===== config.mk =====
export PLATFORM = sky130hd
export DESIGN_NAME = rr_mask_arbiter
export DESIGN_NICKNAME = d
export VERILOG_FILES = /design/src/rtl/rr_mask_arbiter.sv
export SDC_FILE = /design/constraint.sdc
export NUM_CORES = 1
export LEC_CHECK = 0
export BUFFER_PORTS_ARGS = -buffer_cell sky130_fd_sc_hd__buf_2
export CAP_MARGIN = 20
export CORE_AREA = 5 5 42 44
export DETAILED_ROUTE_END_ITERATION = 10
export DIE_AREA = 0 0 47 49
export PLACE_DENSITY_LB_ADDON = 0.3
export SLEW_MARGIN = 20
export SYNTH_ARGS = -nofsm -noshare
export SYNTH_HDL_FRONTEND = slang
export SYNTH_SLANG_ARGS = --single-unit

===== constraint.sdc =====
create_clock -name clk -period 2.4 [get_ports clk]
set_clock_uncertainty 0.15 [all_clocks]
set_input_delay 0.12 -clock clk [delete_from_list [all_inputs] [get_ports clk]]
set_output_delay 0.12 -clock clk [all_outputs]
set_load 0.03 [all_outputs]

===== src/rtl/rr_mask_arbiter.sv =====
module rr_mask_arbiter #(
  parameter int N  = 8,
  parameter int PW = (N > 1) ? $clog2(N) : 1
) (
  input  logic         clk,
  input  logic         rst_n,
  input  logic [N-1:0] req,
  input  logic         upd_en,
  output logic [N-1:0] gnt,
  output logic         gnt_any
);

  logic [PW-1:0] ptr;
  logic [PW-1:0] gidx;
  logic [PW-1:0] ptr_nxt;
  logic [N-1:0]  therm;
  logic [N-1:0]  req_hi;
  logic [N-1:0]  gnt_hi;
  logic [N-1:0]  gnt_lo;
  logic          hi_found;

  for (genvar i = 0; i < N; i++) begin : g_therm
    assign therm[i] = (ptr > PW'(i));
  end

  assign req_hi   = req & ~therm;
  assign gnt_hi   = req_hi & (~req_hi + N'(1));
  assign gnt_lo   = req & (~req + N'(1));
  assign hi_found = |req_hi;
  assign gnt      = gnt_hi | (gnt_lo & {N{~hi_found}});
  assign gnt_any  = |req;

  always_comb begin
    gidx = '0;
    for (int i = 0; i < N; i++)
      if (gnt[i]) gidx = gidx | PW'(i);
  end

  assign ptr_nxt = (gidx == PW'(N-1)) ? '0 : gidx + PW'(1);

  always_ff @(posedge clk or negedge rst_n) begin
    if (!rst_n)
      ptr <= '0;
    else if (upd_en && gnt_any)
      ptr <= ptr_nxt;
  end

endmodule


# [Word-level counts from Yosys, hierarchy flattened]
# Index checks and enable logic that the tools add are counted.
# W data, S select, Z words.
[totals] regBits=3 inputBits=11 output_inout_bits=9
[op_classes] addsub=3 magnitude_cmp=8 eq_ne=1 muxes=8 bitwise_logic=9 n_reduce_logical=3
[op_table] op="$and A8 B8 Y8" n=4
[op_table] op="$not A8 Y8" n=3
[op_table] op="$add A8 B1 Y8 const B" n=2
[op_table] op="$reduce_or A8 Y1" n=2
[op_table] op="$mux W3" n=5
[op_table] op="$gt A3 B3 Y1 const B" n=4
[op_table] op="$or A8 B8 Y8" n=1
[op_table] op="$gt A3 B1 Y1 const B" n=2
[op_table] op="$gt A3 B2 Y1 const B" n=2
[op_table] op="$mux W2" n=2
[op_table] op="$add A3 B1 Y3 const B" n=1
[op_table] op="$eq A3 B3 Y1 const B" n=1
[op_table] op="$logic_and A1 B1 Y1" n=1
[op_table] op="$mux W1" n=1
[op_table] op="$not A1 Y1" n=1

# [Logic depth before layout (Yosys ltp)]
[logic_depth] ltp_word=16 mapped_depth=10 ltp_nobuf=9

# [Worst setup path after synthesis]
# Ideal clock, no wire load.
[synth_timing] path_kind="reg2reg" start="register ptr[1]" end="register ptr[2]" t_arrival_ps=2157 required_ps=2125 path_slack_ps=-31 stages_incl_launch_ff=10 n_path_buf=1 path_cell_list="dfrtp_1 buf_2 a21boi_0 nor2_1 o211a_1 o21ai_0 o2111ai_1 ha_1 ha_1 mux2_2"
[synth_between] elab_chain_cells=16
[synth_lines] element="start: declaration" line_no="13" source="logic [PW-1:0] ptr;"
[synth_lines] element="start signal: assignment" line_no="45" source="ptr <= ptr_nxt;"
[synth_lines] element="$gt A3 B1 Y1 (tied with other cells)" line_no="23" source="assign therm[i] = (ptr > PW'(i));"
[synth_lines] element="$not A8 Y8 (*)" line_no="26" source="assign req_hi = req & ~therm;"
[synth_lines] element="$and A8 B8 Y8 (*)" line_no="26"
[synth_lines] element="$not A8 Y8 or $reduce_or A8 Y1 (tied branches)" line_no="27, 29"
[synth_lines] element="$add A8 B1 Y8 or $not A1 Y1 (tied branches)" line_no="27, 30"
[synth_lines] element="$and A8 B8 Y8, on equally long branches" line_no="27, 30"
[synth_lines] element="$or A8 B8 Y8 (*)" line_no="30" source="assign gnt = gnt_hi | (gnt_lo & {N{~hi_found}});"
[synth_lines] element="$mux W1" line_no="36" source="if (gnt[i]) gidx = gidx | PW'(i);"
[synth_lines] element="$mux W2 (2 in series)" line_no="36"
[synth_lines] element="$mux W3 (3 in series)" line_no="36"
[synth_lines] element="$mux W3 (*)" line_no="36"
[synth_lines] element="$add A3 B1 Y3 or $eq A3 B3 Y1 (tied branches)" line_no="39" source="assign ptr_nxt = (gidx == PW'(N-1)) ? '0 : gidx + PW'(1);"
[synth_lines] element="$mux W3 (*)" line_no="39"
[synth_lines] element="via ptr_nxt[2]" line_no="15" source="logic [PW-1:0] ptr_nxt;"
# Mark *: on every way through the listed nets, which the timed path passes. The rest lies on a longest branch.
# A chain may end at the register's enable or synchronous reset.

# [Worst setup path in the final report]
# Same ends and word-level chain as after synthesis.

==> run metrics <==
Die W=47 um; largest net degree at the start of global routing=8; Max Clock Freq=423 MHz; vias in the first global route=639; Largest regs=ptr x3; Finished Layout Cells=131; # IOs=20; crit path DAT=2.32 ns; CTS root buffer=clkbuf_4; CTS tree=yes; # diodes=0; clock sink count=3; maximum buffer depth of the clock tree=2; TritonCTS Buffers=3; Reg clk slew, reported paths=0.03 ns; Reg2Reg Setup Slack=0.04 ns; crit start category=flip-flop; Routed Antenna Nets=0; die area=0.00230 mm2; Synth area leader=dfrtp_1; crit share post-route=98.4%; synth unique cells=32; mapped cell area=512 um2; post-DP HPWL=1330 um; Starting Density=36.5%; max_cap viols=0; Ys Warns=0; final design utilization=62.9%; max FFs per register=3; Worst Path Required=2.36 ns; RSZ-0062 raised after global routing=yes; synth top area cells=dfrtp_1 15%, o21ai_0 8.8%, nand3_1 6.8%, nor2_1 6.6%, nand2_1 5.9%; GRT Total Usage=15.8%; Worst-Skew Late Latency=0.23 ns; Peak VDD IR=0.748 mV; top cell type's share of synthesized area=14.7%; Worst setup EP type=flip-flop; FF+latch count, synth=3; final estimated routing congestion in global placement=0.821; Top reg by flops=ptr; Max Fanout on Critical Path=5; commonest non-fill, non-tap cells in the layout=19 x buf_2, 17 x buf_4, 8 x nand2_1, 7 x nor2_1, 7 x nand3_1; layout cells sized above 1=50.4%; DR vias=737; H-tree depth=1; Placed Area=716 um2; status=complete, no violations; core area=0.00140 mm2; syn_nets=88; synthesized area per cell=6.82 um2; Max-slew headroom=77.2%; WL per Instance=15.7 um; Crit Path Class=flip-flop to flip-flop; first-pass GRT wire length=2720 um; nets@finish=129; Seq/Total Area, Yosys=14.7%; Placed Cells=121; GRT overflow=0; Cells after Synth=75; Slew @ Worst Pin=0.341 ns; final wirelength=2050 um; pre-CTS setup slack=-0.0826 ns; setup ws final=0.0386 ns; initial antenna violation count=0; drt pass-1 iters=4; final instance area=881 um2; area grow syn2layout=72.1%; Final Hold Viols=0; PD cells=975 mW/mm2; mean number of vias per cell=5.63; Period minus WS final=2.36 ns; Hold WC Path Type=input pin to async pin; most common cell after layout, fill and taps aside=buf_2; leak pwr=0.429 nW; Final Setup Violations=0; Slew Viols, Final=0; port bufs=19; Residual DRC=0; DRT iter0 DRCs=14; FP Rows=14; total power draw=0.859 mW; chip height=49 um
-- cell type report --
type | count | area, um2
fillers | 131 | 520
repair buffers | 38 | 244
multi-input cells | 67 | 503
clock buffers | 4 | 26.3
flip-flops and latches | 3 | 76.3
well taps | 16 | 20.0
inverters | 3 | 11.3
-- worst max-delay path: stages, from the launching register on --
cell	delay, ns
dfrtp_2	0.42
a21boi_1	0.23
nor2_1	0.11
o211a_4	0.27
a211oi_2	0.27
nand3_1	0.11
ha_2	0.21
ha_4	0.20
mux2_4	0.26
-- final timing paths --
| kind | cells after the start | from | end |
|---|---|---|---|
| min in group clk | 4 | upd_en | ptr[1] |
| min | 2 | rst_n | ptr[2] |
| max | 8 | ptr[1] | ptr[2] |
| max reg2reg | 8 | ptr[1] | ptr[2] |
| min reg2reg | 3 | ptr[1] | ptr[1] |
| max in group asynchronous | 2 | rst_n | ptr[1] |
-- routing by layer --
layer	GRT usage (%)	routed length (um)	up-vias
li1	-	-	360
met5	0	0	-
met2	25.1	1120	14
met3	2.95	55	6
met1	19.6	815	357
met4	7.37	56	0
-- cell families (layout without fill, tap and decap cells) --
kind of cell,count (synthesis),after routing,synth area share [%]
and+or+nand+nor,43,43,46.7
buffers and inverters,5,45,3.91
muxes,1,1,2.20
DFF,3,3,14.7
AOI/OAI and AO/OA,21,21,27.6
adders and majority gates,2,2,4.89
-- per-stage QoR --
stage	hold WS, ns	setup TNS [ns]
final	0.0608	0
after global routing	0.0584	-0.157
after CTS	0.0587	0
after detailed placement	-0.232	-0.201
after global placement	-0.232	0
after floorplan	-0.326	0
-- Yosys cell counts --
cell and n:
a211o_1 1, a211oi_1 1, a21boi_0 3, a21oi_1 1, a2bb2oi_1 1, a32o_1 1, and3_1 2, and4b_1 1
buf_2 1, clkbuf_1 1, dfrtp_1 3, ha_1 2, inv_1 3, mux2_2 1, nand2_1 8, nand2b_1 4
nand3_1 7, nand4b_1 1, nor2_1 9, nor2b_1 1, nor3_1 2, nor3b_1 2, nor3b_2 1, nor4_1 1
nor4b_1 1, o2111ai_1 1, o211a_1 1, o21a_1 2, o21ai_0 9, or2b_1 1, or3_1 1, or4_4 1
-- what timing repair did --
action	4_1_cts	5_1_grt
endpoints found under the hold margin	3	0
cloned	0	0
setup endpoints to repair	3	8
pin swaps	0	10
hold buffers	1	0
resized for setup	2	21
buffers inserted	1	4
-- where the power goes --
part           internal, mW  switching, mW  total (mW)  leakage, nW
logic                 0.323          0.336       0.660        0.379
clock network        0.0622         0.0242      0.0864       0.0150
registers            0.0771         0.0355       0.113       0.0355
total                 0.462          0.396       0.859        0.429
(Power assumes the default switching activity.)
